<file path="src/rtl/pgreg_pkg.sv">
package pgreg_pkg;
  localparam logic [4:0] PHY_ADDR = 5'd30;
  localparam logic [4:0] REG_PAGE = 5'h10;
  localparam logic [4:0] REG_CMD  = 5'h11;
  localparam logic [4:0] REG_D0   = 5'h18;

  typedef enum logic [1:0] {
    OP_NONE = 2'd0,
    OP_RD   = 2'd1,
    OP_WR   = 2'd2
  } op_e;
endpackage

</file>
<file path="src/rtl/pgreg_host_regs.sv">
module pgreg_host_regs
  import pgreg_pkg::*;
#(
  parameter int DW    = 16,
  parameter int NWORD = 4,
  localparam int XW   = DW * NWORD
) (
  input  logic          clk_i,
  input  logic          rst_ni,
  input  logic          wr_en_i,
  input  logic [4:0]    reg_i,
  input  logic [DW-1:0] wdata_i,
  input  logic          busy_i,
  input  logic          done_i,
  input  logic          load_i,
  input  logic [XW-1:0] load_data_i,
  output logic [DW-1:0] rdata_o,
  output logic [DW-1:0] page_o,
  output logic [7:0]    off_o,
  output logic [1:0]    pend_o,
  output logic [XW-1:0] data_o,
  output logic          issue_o,
  output op_e           issue_op_o
);
  logic [DW-1:0] page_q;
  logic [7:0]    off_q;
  logic [1:0]    pend_q;
  logic [DW-1:0] word_q [NWORD];
  logic          cmd_wr;

  assign cmd_wr  = wr_en_i && (reg_i == REG_CMD) && !busy_i;
  assign issue_o = cmd_wr && (wdata_i[1:0] != 2'b00);

  always_comb begin
    if (!page_q[0])      issue_op_o = OP_NONE;
    else if (wdata_i[1]) issue_op_o = OP_RD;
    else                 issue_op_o = OP_WR;
  end

  always_ff @(posedge clk_i or negedge rst_ni) begin
    if (!rst_ni) begin
      page_q <= '0;
      off_q  <= '0;
      pend_q <= '0;
    end else begin
      if (wr_en_i && reg_i == REG_PAGE) page_q <= wdata_i;
      if (cmd_wr) begin
        off_q  <= wdata_i[15:8];
        pend_q <= wdata_i[1:0];
      end else if (done_i) begin
        pend_q <= '0;
      end
    end
  end

  for (genvar w = 0; w < NWORD; w++) begin : g_word
    always_ff @(posedge clk_i or negedge rst_ni) begin
      if (!rst_ni)
        word_q[w] <= '0;
      else if (load_i)
        word_q[w] <= load_data_i[w*DW +: DW];
      else if (wr_en_i && reg_i == REG_D0 + 5'(w))
        word_q[w] <= wdata_i;
    end
    assign data_o[w*DW +: DW] = word_q[w];
  end

  always_comb begin
    rdata_o = '0;
    if (reg_i == REG_PAGE)     rdata_o = page_q;
    else if (reg_i == REG_CMD) rdata_o = {off_q, 6'b0, pend_q};
    else begin
      for (int w = 0; w < NWORD; w++)
        if (reg_i == REG_D0 + 5'(w)) rdata_o = word_q[w];
    end
  end

  assign page_o = page_q;
  assign off_o  = off_q;
  assign pend_o = pend_q;


  cmd_hold_chk: assert property (@(posedge clk_i) disable iff (!rst_ni)
    (busy_i && wr_en_i && reg_i == REG_CMD) |=> $stable(off_q));
endmodule

</file>
<file path="src/rtl/pgreg_seq.sv">
module pgreg_seq
  import pgreg_pkg::*;
#(
  parameter int ACC_LAT = 4,
  parameter int XW      = 64,
  localparam int CW     = (ACC_LAT > 2) ? $clog2(ACC_LAT) : 1
) (
  input  logic          clk_i,
  input  logic          rst_ni,
  input  logic          issue_i,
  input  op_e           op_i,
  input  logic [7:0]    page_i,
  input  logic [7:0]    off_i,
  input  logic [XW-1:0] data_i,
  output logic          busy_o,
  output logic          done_o,
  output logic          st_wr_o,
  output logic          load_o,
  output logic [7:0]    st_page_o,
  output logic [7:0]    st_off_o,
  output logic [XW-1:0] st_wdata_o
);
  logic          busy_q;
  logic [CW-1:0] cnt_q;
  op_e           op_q;
  logic [7:0]    page_q, off_q;
  logic [XW-1:0] data_q;

  assign done_o = busy_q && (cnt_q == '0);

  always_ff @(posedge clk_i or negedge rst_ni) begin
    if (!rst_ni) begin
      busy_q <= 1'b0;
      cnt_q  <= '0;
      op_q   <= OP_NONE;
      page_q <= '0;
      off_q  <= '0;
      data_q <= '0;
    end else if (issue_i) begin
      busy_q <= 1'b1;
      cnt_q  <= CW'(ACC_LAT - 1);
      op_q   <= op_i;
      page_q <= page_i;
      off_q  <= off_i;
      data_q <= data_i;
    end else if (done_o) begin
      busy_q <= 1'b0;
    end else if (busy_q) begin
      cnt_q <= cnt_q - 1'b1;
    end
  end

  assign busy_o     = busy_q;
  assign st_wr_o    = done_o && (op_q == OP_WR);
  assign load_o     = done_o && (op_q == OP_RD);
  assign st_page_o  = page_q;
  assign st_off_o   = off_q;
  assign st_wdata_o = data_q;


  done_idle_chk: assert property (@(posedge clk_i) disable iff (!rst_ni)
    done_o |=> !busy_o);

  cnt_range_chk: assert property (@(posedge clk_i) disable iff (!rst_ni)
    busy_o |-> (cnt_q <= CW'(ACC_LAT - 1)));

  snap_hold_chk: assert property (@(posedge clk_i) disable iff (!rst_ni)
    (busy_o && !done_o) |=> (busy_o && $stable(data_q) && $stable(page_q)));
endmodule

</file>
<file path="src/rtl/pgreg_store.sv">
module pgreg_store #(
  parameter int          NPORT     = 9,
  parameter logic [7:0]  MODE_OFF  = 8'h0B,
  parameter logic [7:0]  MASK_PAGE = 8'h31,
  parameter logic [7:0]  WIDE_PAGE = 8'h04,
  parameter logic [15:0] MASK_RST  = 16'h01FF,
  localparam int         XW        = 64,
  localparam int         NHIT      = 2 * NPORT + 3
) (
  input  logic          clk_i,
  input  logic          rst_ni,
  input  logic          wr_i,
  input  logic [7:0]    page_i,
  input  logic [7:0]    off_i,
  input  logic [XW-1:0] wdata_i,
  output logic [XW-1:0] rdata_o
);
  logic [7:0]  ctrl_q [NPORT];
  logic [15:0] mask_q [NPORT];
  logic [7:0]  mode_q;
  logic [31:0] w32_q;
  logic [63:0] w64_q;
  logic [NPORT-1:0] hit_ctrl, hit_mask;
  logic hit_mode, hit_w32, hit_w64;
  logic [NHIT-1:0] hit_vec;
  logic [XW-1:0] port_rd [NPORT];

  assign hit_mode = (page_i == 8'h00) && (off_i == MODE_OFF);
  assign hit_w32  = (page_i == WIDE_PAGE) && (off_i == 8'h00);
  assign hit_w64  = (page_i == WIDE_PAGE) && (off_i == 8'h08);

  for (genvar p = 0; p < NPORT; p++) begin : g_port
    assign hit_ctrl[p] = (page_i == 8'h00) && (off_i == 8'(p));
    assign hit_mask[p] = (page_i == MASK_PAGE) && (off_i == 8'(2 * p));

    always_ff @(posedge clk_i or negedge rst_ni) begin
      if (!rst_ni) begin
        ctrl_q[p] <= '0;
        mask_q[p] <= MASK_RST;
      end else if (wr_i) begin
        if (hit_ctrl[p]) ctrl_q[p] <= wdata_i[7:0];
        if (hit_mask[p]) mask_q[p] <= wdata_i[15:0];
      end
    end

    assign port_rd[p] = (hit_ctrl[p] ? {56'b0, ctrl_q[p]} : '0) |
                        (hit_mask[p] ? {48'b0, mask_q[p]} : '0);
  end

  always_ff @(posedge clk_i or negedge rst_ni) begin
    if (!rst_ni) begin
      mode_q <= '0;
      w32_q  <= '0;
      w64_q  <= '0;
    end else if (wr_i) begin
      if (hit_mode) mode_q <= wdata_i[7:0];
      if (hit_w32)  w32_q  <= wdata_i[31:0];
      if (hit_w64)  w64_q  <= wdata_i;
    end
  end

  always_comb begin
    rdata_o = '0;
    for (int p = 0; p < NPORT; p++) rdata_o = rdata_o | port_rd[p];
    if (hit_mode) rdata_o = rdata_o | {56'b0, mode_q};
    if (hit_w32)  rdata_o = rdata_o | {32'b0, w32_q};
    if (hit_w64)  rdata_o = rdata_o | w64_q;
  end

  assign hit_vec = {hit_ctrl, hit_mask, hit_mode, hit_w32, hit_w64};


  hit_onehot_chk: assert property (@(posedge clk_i) disable iff (!rst_ni)
    $onehot0(hit_vec));
endmodule

</file>
<file path="src/rtl/pgreg_bridge.sv">
module pgreg_bridge
  import pgreg_pkg::*;
#(
  parameter int ACC_LAT = 4,
  parameter int NPORT   = 9
) (
  input  logic        clk_i,
  input  logic        rst_ni,
  input  logic        mgmt_we_i,
  input  logic        mgmt_re_i,
  input  logic [4:0]  mgmt_phy_i,
  input  logic [4:0]  mgmt_reg_i,
  input  logic [15:0] mgmt_wdata_i,
  output logic [15:0] mgmt_rdata_o
);
  localparam int DW    = 16;
  localparam int NWORD = 4;
  localparam int XW    = DW * NWORD;

  logic          addr_hit, wr_en;
  logic [DW-1:0] host_rdata, page;
  logic [7:0]    off;
  logic [1:0]    pend;
  logic [XW-1:0] staged, st_rdata, st_wdata;
  logic          issue, busy, done, st_wr, load;
  op_e           issue_op;
  logic [7:0]    st_page, st_off;

  assign addr_hit = (mgmt_phy_i == PHY_ADDR);
  assign wr_en    = mgmt_we_i && addr_hit;

  pgreg_host_regs #(.DW(DW), .NWORD(NWORD)) u_host (
    .clk_i, .rst_ni,
    .wr_en_i(wr_en), .reg_i(mgmt_reg_i), .wdata_i(mgmt_wdata_i),
    .busy_i(busy), .done_i(done), .load_i(load), .load_data_i(st_rdata),
    .rdata_o(host_rdata), .page_o(page), .off_o(off), .pend_o(pend),
    .data_o(staged), .issue_o(issue), .issue_op_o(issue_op)
  );

  pgreg_seq #(.ACC_LAT(ACC_LAT), .XW(XW)) u_seq (
    .clk_i, .rst_ni,
    .issue_i(issue), .op_i(issue_op), .page_i(page[15:8]),
    .off_i(mgmt_wdata_i[15:8]), .data_i(staged),
    .busy_o(busy), .done_o(done), .st_wr_o(st_wr), .load_o(load),
    .st_page_o(st_page), .st_off_o(st_off), .st_wdata_o(st_wdata)
  );

  pgreg_store #(.NPORT(NPORT)) u_store (
    .clk_i, .rst_ni,
    .wr_i(st_wr), .page_i(st_page), .off_i(st_off),
    .wdata_i(st_wdata), .rdata_o(st_rdata)
  );

  assign mgmt_rdata_o = (mgmt_re_i && addr_hit) ? host_rdata : '0;


  pend_busy_chk: assert property (@(posedge clk_i) disable iff (!rst_ni)
    ((pend != 2'b00) == busy));

  off_track_chk: assert property (@(posedge clk_i) disable iff (!rst_ni)
    busy |-> (off == st_off));
endmodule

</file>
<file path="config.mk">
export PLATFORM = sky130hd
export DESIGN_NAME = pgreg_bridge
export DESIGN_NICKNAME = d
export VERILOG_FILES = /design/src/rtl/pgreg_pkg.sv /design/src/rtl/pgreg_host_regs.sv /design/src/rtl/pgreg_seq.sv /design/src/rtl/pgreg_store.sv /design/src/rtl/pgreg_bridge.sv
export SDC_FILE = /design/constraint.sdc
export NUM_CORES = 1
export LEC_CHECK = 0
export BUFFER_PORTS_ARGS = -buffer_cell sky130_fd_sc_hd__buf_2
export CAP_MARGIN = 20
export CORE_MARGIN = 4
export CORE_UTILIZATION = 45
export DETAILED_ROUTE_END_ITERATION = 10
export REMOVE_ABC_BUFFERS = 1
export SYNTH_ARGS = -nofsm -noshare
export SYNTH_HDL_FRONTEND = slang
export SYNTH_SLANG_ARGS = --single-unit
</file>
<file path="constraint.sdc">
create_clock -name clk_i -period 2.7 [get_ports clk_i]
set_input_delay 0.27 -clock clk_i [delete_from_list [all_inputs] [get_ports clk_i]]
set_output_delay 0.27 -clock clk_i [all_outputs]
set_load 0.01 [all_outputs]
</file>
-- Word level (Yosys, flattened, before mapping)
Index checks and enable logic that the tools add are counted.
- register bits after elaboration: 495
- input bits: 30
- word-level logic and storage cells: 193
- bitwise operators: 20
- reduce and logical (&&, ||, !) cells: 68
- mux-type cells: 45
- add/sub/neg operators: 1
- equal/unequal tests: 25
- operator list (cell ; count):
    64-bit OR ; 18
    16-bit 2-to-1 mux ; 24
    64-bit 2-to-1 mux ; 3
    8-bit 2-to-1 mux ; 9
    64-bit by 32-bit OR with 64-bit output ; 1
    64-bit by 8-bit OR with 64-bit output ; 1
    2-bit AND reduction ; 22
    8-bit by 3-bit == test with 1-bit output, second input constant ; 5
    8-bit by 4-bit == test with 1-bit output, second input constant ; 5
    5-bit == test, second input constant ; 7
    1-bit logical AND ; 34
    8-bit by 2-bit == test with 1-bit output, second input constant ; 2
    8-bit zero test ; 2
    2-bit nonzero test ; 8
    2-bit 2-to-1 mux ; 7
    8-bit by 1-bit == test with 1-bit output, second input constant ; 1
    8-bit by 5-bit == test with 1-bit output, second input constant ; 1
    8-bit by 6-bit == test with 1-bit output, second input constant ; 1
    2-bit by 1-bit == test with 1-bit output, second input constant ; 1
    2-bit == test, second input constant ; 1
    2-bit zero test ; 1
    1-bit 2-to-1 mux ; 2
    2-bit inequality test, second input constant ; 1
    2-bit by 1-bit subtractor with 2-bit output, second input constant ; 1
    1-bit zero test ; 1

-- Longest topological paths before layout
- depth in word-level cells: 19
- gate-level depth with buffers: 9

-- Cells and area by module
A second synthesis with hierarchy kept.
- cell total of the unflattened synthesis: 1768
- area, all modules: 23052.1 um2
- by module, submodules not included (module ; area an instance (um2) ; cells each ; instances):
    pgreg_store ; 14569.0 ; 1035 ; 1
    pgreg_host_regs ; 4883.4 ; 499 ; 1
    pgreg_seq ; 3325.7 ; 192 ; 1
    pgreg_bridge ; 274.0 ; 42 ; 1

-- Worst setup path after synthesis
Ideal clock, no wire load.
- path kind: reg-to-reg
- from: register u_seq.page_q[2] (netlist: u_seq.st_page_o[2])
- to: register u_store.mask_q[41] (netlist name)
- setup slack: 195 ps
- arrival time: 2381 ps
- period minus slack after synthesis: 2505 ps
- library setup time: 125 ps
- stages on the path, launching flop included: 8
- path through: dfrtp_1 > or4_1 > buf_2 > buf_4 > or4_4 > nor2_4 > buf_6 > mux2_2
- longest elaborated chain between the ends: 3
- RTL lines (item ; line ; source):
    from (decl) ; pgreg_seq.sv:26 ; logic [7:0] page_q, off_q;
    from (signal assigned) ; pgreg_seq.sv:43 ; page_q <= page_i;
    8-bit by 6-bit == test with 1-bit output ; pgreg_store.sv:34 ; assign hit_mask[p] = (page_i == MASK_PAGE) && (off_i == 8'(2 * p));
    1-bit logical AND ; pgreg_store.sv:34 ;
    2-bit AND reduction (no source line) ; n/a ;
    to (signal, indexed assignment) ; pgreg_store.sv:42 ; if (hit_mask[p]) mask_q[p] <= wdata_i[15:0];
    to (decl) ; pgreg_store.sv:19 ; logic [15:0] mask_q [NPORT];
Every way passes these cells.
A chain may end at the register's enable or synchronous reset.

-- Final worst setup path
- from: register u_seq.off_q[6] (netlist: u_seq.st_off_o[6])
- to: register u_store.mask_q[105] (netlist name)
- longest elaborated chain between the ends: 3
- RTL lines (item ; line ; source):
    from (decl) ; pgreg_seq.sv:26 ;
    from (signal assigned) ; pgreg_seq.sv:44 ; off_q <= off_i;
    8-bit by 3-bit == test with 1-bit output ; pgreg_store.sv:34 ;
    1-bit logical AND ; pgreg_store.sv:34 ;
    2-bit AND reduction (no source line) ; n/a ;
Every way passes these cells.

==> summary.md <==
| Metric | Value |
|---|---|
| Hold Path Class | `input pin to register` |
| Power per standard cell area | `595 mW/mm²` |
| Setup TNS | `0 ps` |
| WP data required | `3170 ps` |
| Vias per Instance | `5.99` |
| Pre-Repair DR Iteration Count | `6` |
| Cell taking the most area after synthesis | `dfrtp_1` |
| Root buf cell | `clkbuf_16` |
| Multi-input combinational cell area | `0.00916 mm²` |
| Worst-path clk slew | `60 ps` |
| Pin count of the biggest net entering global routing | `75` |
| H-tree depth | `2` |
| Global route overflow | `0` |
| DR DRC count | `0` |
| Vias post-DR | `15000` |
| Top cells by area, synth | `dfrtp_1 47%, mux2_2 19%, dfstp_2 9.6%` |
| Synth unique cells | `63` |
| Hold_sp | `mgmt_wdata_i[11]` |
| Die Area | `0.0529 mm²` |
| Fmax | `381 MHz` |
| Synthesized area | `0.0222 mm²` |
| Antenna viol nets, final | `0` |
| Initial Utilization | `0.454` |
| #FFs+latches synth | `495` |
| Horiz. Die Dim | `230 µm` |
| Hold_ws | `40.8 ps` |
| Routability congestion estimate | `0.861` |
| First-pass GRT wire length | `96900 µm` |
| Critical path, cell by cell | `or4_4 -> buf_12 -> or4_4 -> nor2_4 -> buf_12 -> mux2_2` |
| Num rows | `81` |
| Antenna cells | `0` |
| CTS tree | `yes` |
| Finished Cell Area | `0.0262 mm²` |
| Startpoint Class | `register` |
| Async set-or-reset flop fraction in the synthesized netlist | `1.00` |
| Final period utilization | `0.973` |
| Vias in the first global route | `15700` |
| Most common cell after layout, fill and taps aside | `dfrtp_1` |
| Status | `finished, final reports clean` |
| Worst-Skew Late Latency | `600 ps` |
| Final min period | `2630 ps` |
| Critical Path Fanout Max | `17` |
| IO buf count | `45` |
| Post-synthesis cell count | `1670` |
| Iteration-0 DRC Markers | `1310` |
| Max-slew headroom at the worst pin | `0.271` |
| Worst Slack Setup Final | `72.7 ps` |
| Worst setup EP type | `register` |
| WP data arrival | `3100 ps` |
| Worst-Margin Slew | `1090 ps` |
| Filler cells | `4170` |
| Max VDD drop | `0.000402 V` |
| Max Cap Viol | `0` |
| Skew final | `14.2 ps` |
| Commonest register cell after synthesis | `dfrtp_1` |
| Syn Area/Cell | `13.3 µm²` |
| Post-synth EDFFs | `0` |
| Crit Path Category | `register to register` |
| Seq/Total Area, Yosys | `0.563` |
| Clock net sink count | `495` |
| Total Power | `15.6 mW` |
| Synth top area share | `0.467` |
| DP Worst Slack | `-393 ps` |
| Area growth, synth to finish | `18.0%` |
| Core footprint | `0.0488 mm²` |
| IO Pins | `46` |
| Routed len/inst | `24.7 µm` |
| Max Root-Sink Buffers | `3` |
| RR Startpoint | `u_seq.st_off_o[6]` |
| Ys Warns | `0` |
| Slew Limit Fails | `0` |
| Biggest cell delay along the critical path | `680 ps` |
| Final setup fails | `0` |
| GRT Overall Usage | `0.234` |
| Leakage power | `12.4 nW` |
| Total wire length | `62100 µm` |
| Fraction of layout cells with a size suffix above 1 | `0.438` |
| Clock buffer count from CTS | `54` |
| Final Hold Fails | `0` |
| Die Span Y | `230 µm` |
| Slowest CP cell | `or4_4` |
| CP startpoint | `u_seq.st_off_o[6]` |
| Reg area | `0.0125 mm²` |
| # nets final | `1837` |
| DP HPWL | `41800 µm` |
| Initial antenna violation count | `0` |
| Post-DP Area | `0.0241 mm²` |
| RSZ-0062 raised after global routing | `no` |
| Highest-count cells in the layout ignoring fill and taps | `413 x dfrtp_1, 369 x mux2_2, 121 x buf_4, 111 x nand2_1, 81 x dfstp_2` |
[metal layers]
layer	share of wire	track usage	vias up
met5	0	0	-
met4	0.020	0.0565	0
met3	0.053	0.0373	84
met2	0.48	0.386	452
met1	0.45	0.328	7936
li1	-	-	6577
[worst max-delay path, delay by kind of cell, from the launching register on]
kind                   cells  cell delay (ps)
DFF                        1              390
and+or+nand+nor            3             1380
muxes                      1              340
buffers and inverters      2              380
[Yosys cell counts (25+ instances only)]
library cell	count
a21oi_1	49
a221oi_1	42
a22oi_1	64
buf_2	36
clkbuf_1	75
dfrtp_1	414
dfstp_2	81
mux2_1	33
mux2_2	369
nand2_1	111
nor2_1	48
o21ai_0	25
[final timing paths]
path                                        to  slack [ps]  cells after the start
setup / recovery           u_store.mask_q[105]          70                      6
hold reg to reg                u_host.off_o[7]         480                      2
min in group asynchronous   u_store.ctrl_q[67]         260                      2
setup reg to reg           u_store.mask_q[105]          70                      6
hold / removal                 u_host.off_o[3]          40                      3
max in group asynchronous   u_store.mask_q[65]        1570                      3
[cell type report]
cell class              count  area share
clock buffers              81      0.0620
inverters                   5    0.000717
multi-input cells        1041       0.350
flip-flops and latches    495       0.477
well taps                 664      0.0317
repair buffers            209      0.0701
clock inverters            19     0.00874
[report_power, final]
group	switching, mW	internal [mW]	leakage [nW]
combinational	0.300	0.140	4.88
sequential	0.0466	7.46	6.56
clock	3.02	4.62	0.917
total	3.37	12.2	12.4
[flip-flops by register name, summed over array words and instances (netlist names)]
register,flops
u_host.data_o,64
u_host.off_o,8
u_host.page_o,16
u_host.pend_o,2
u_seq.busy_o,1
u_seq.cnt_q,2
u_seq.op_q,2
u_seq.st_off_o,8
u_seq.st_page_o,8
u_seq.st_wdata_o,64
u_store.ctrl_q,72
u_store.mask_q,144
u_store.mode_q,8
u_store.w32_q,32
u_store.w64_q,64
[repair_timing]
item,4_1_cts,5_1_grt
pin swaps,0,1
resized for setup,5,3
endpoints found under the setup margin,58,35
setup buffers,0,3
hold endpoints to repair,56,0
hold buffers,16,0
[logic make-up (layout without fill, tap and decap cells)]
family                     count (synthesis)  in the layout  synth area share
DFF                                      495            495             0.563
muxes                                    442            442             0.226
AOI/OAI and AO/OA                        300            300             0.100
and+or+nand+nor                          297            297            0.0810
buffers and inverters                    134            314            0.0286
adders and majority gates                  1              1          0.000564
xor gates and xnor gates                   1              1          0.000395
[through the flow]
| step | std cells | utilization |
|---|---|---|
| final | 2514 | 0.536 |
| after global routing | 2514 | 0.536 |
| after CTS | 2511 | 0.535 |
| after detailed placement | 2395 | 0.493 |
| after global placement | 2395 | 0.493 |
| after floorplan | 1541 | - |
Note: power is estimated with default switching activity, not from simulation.
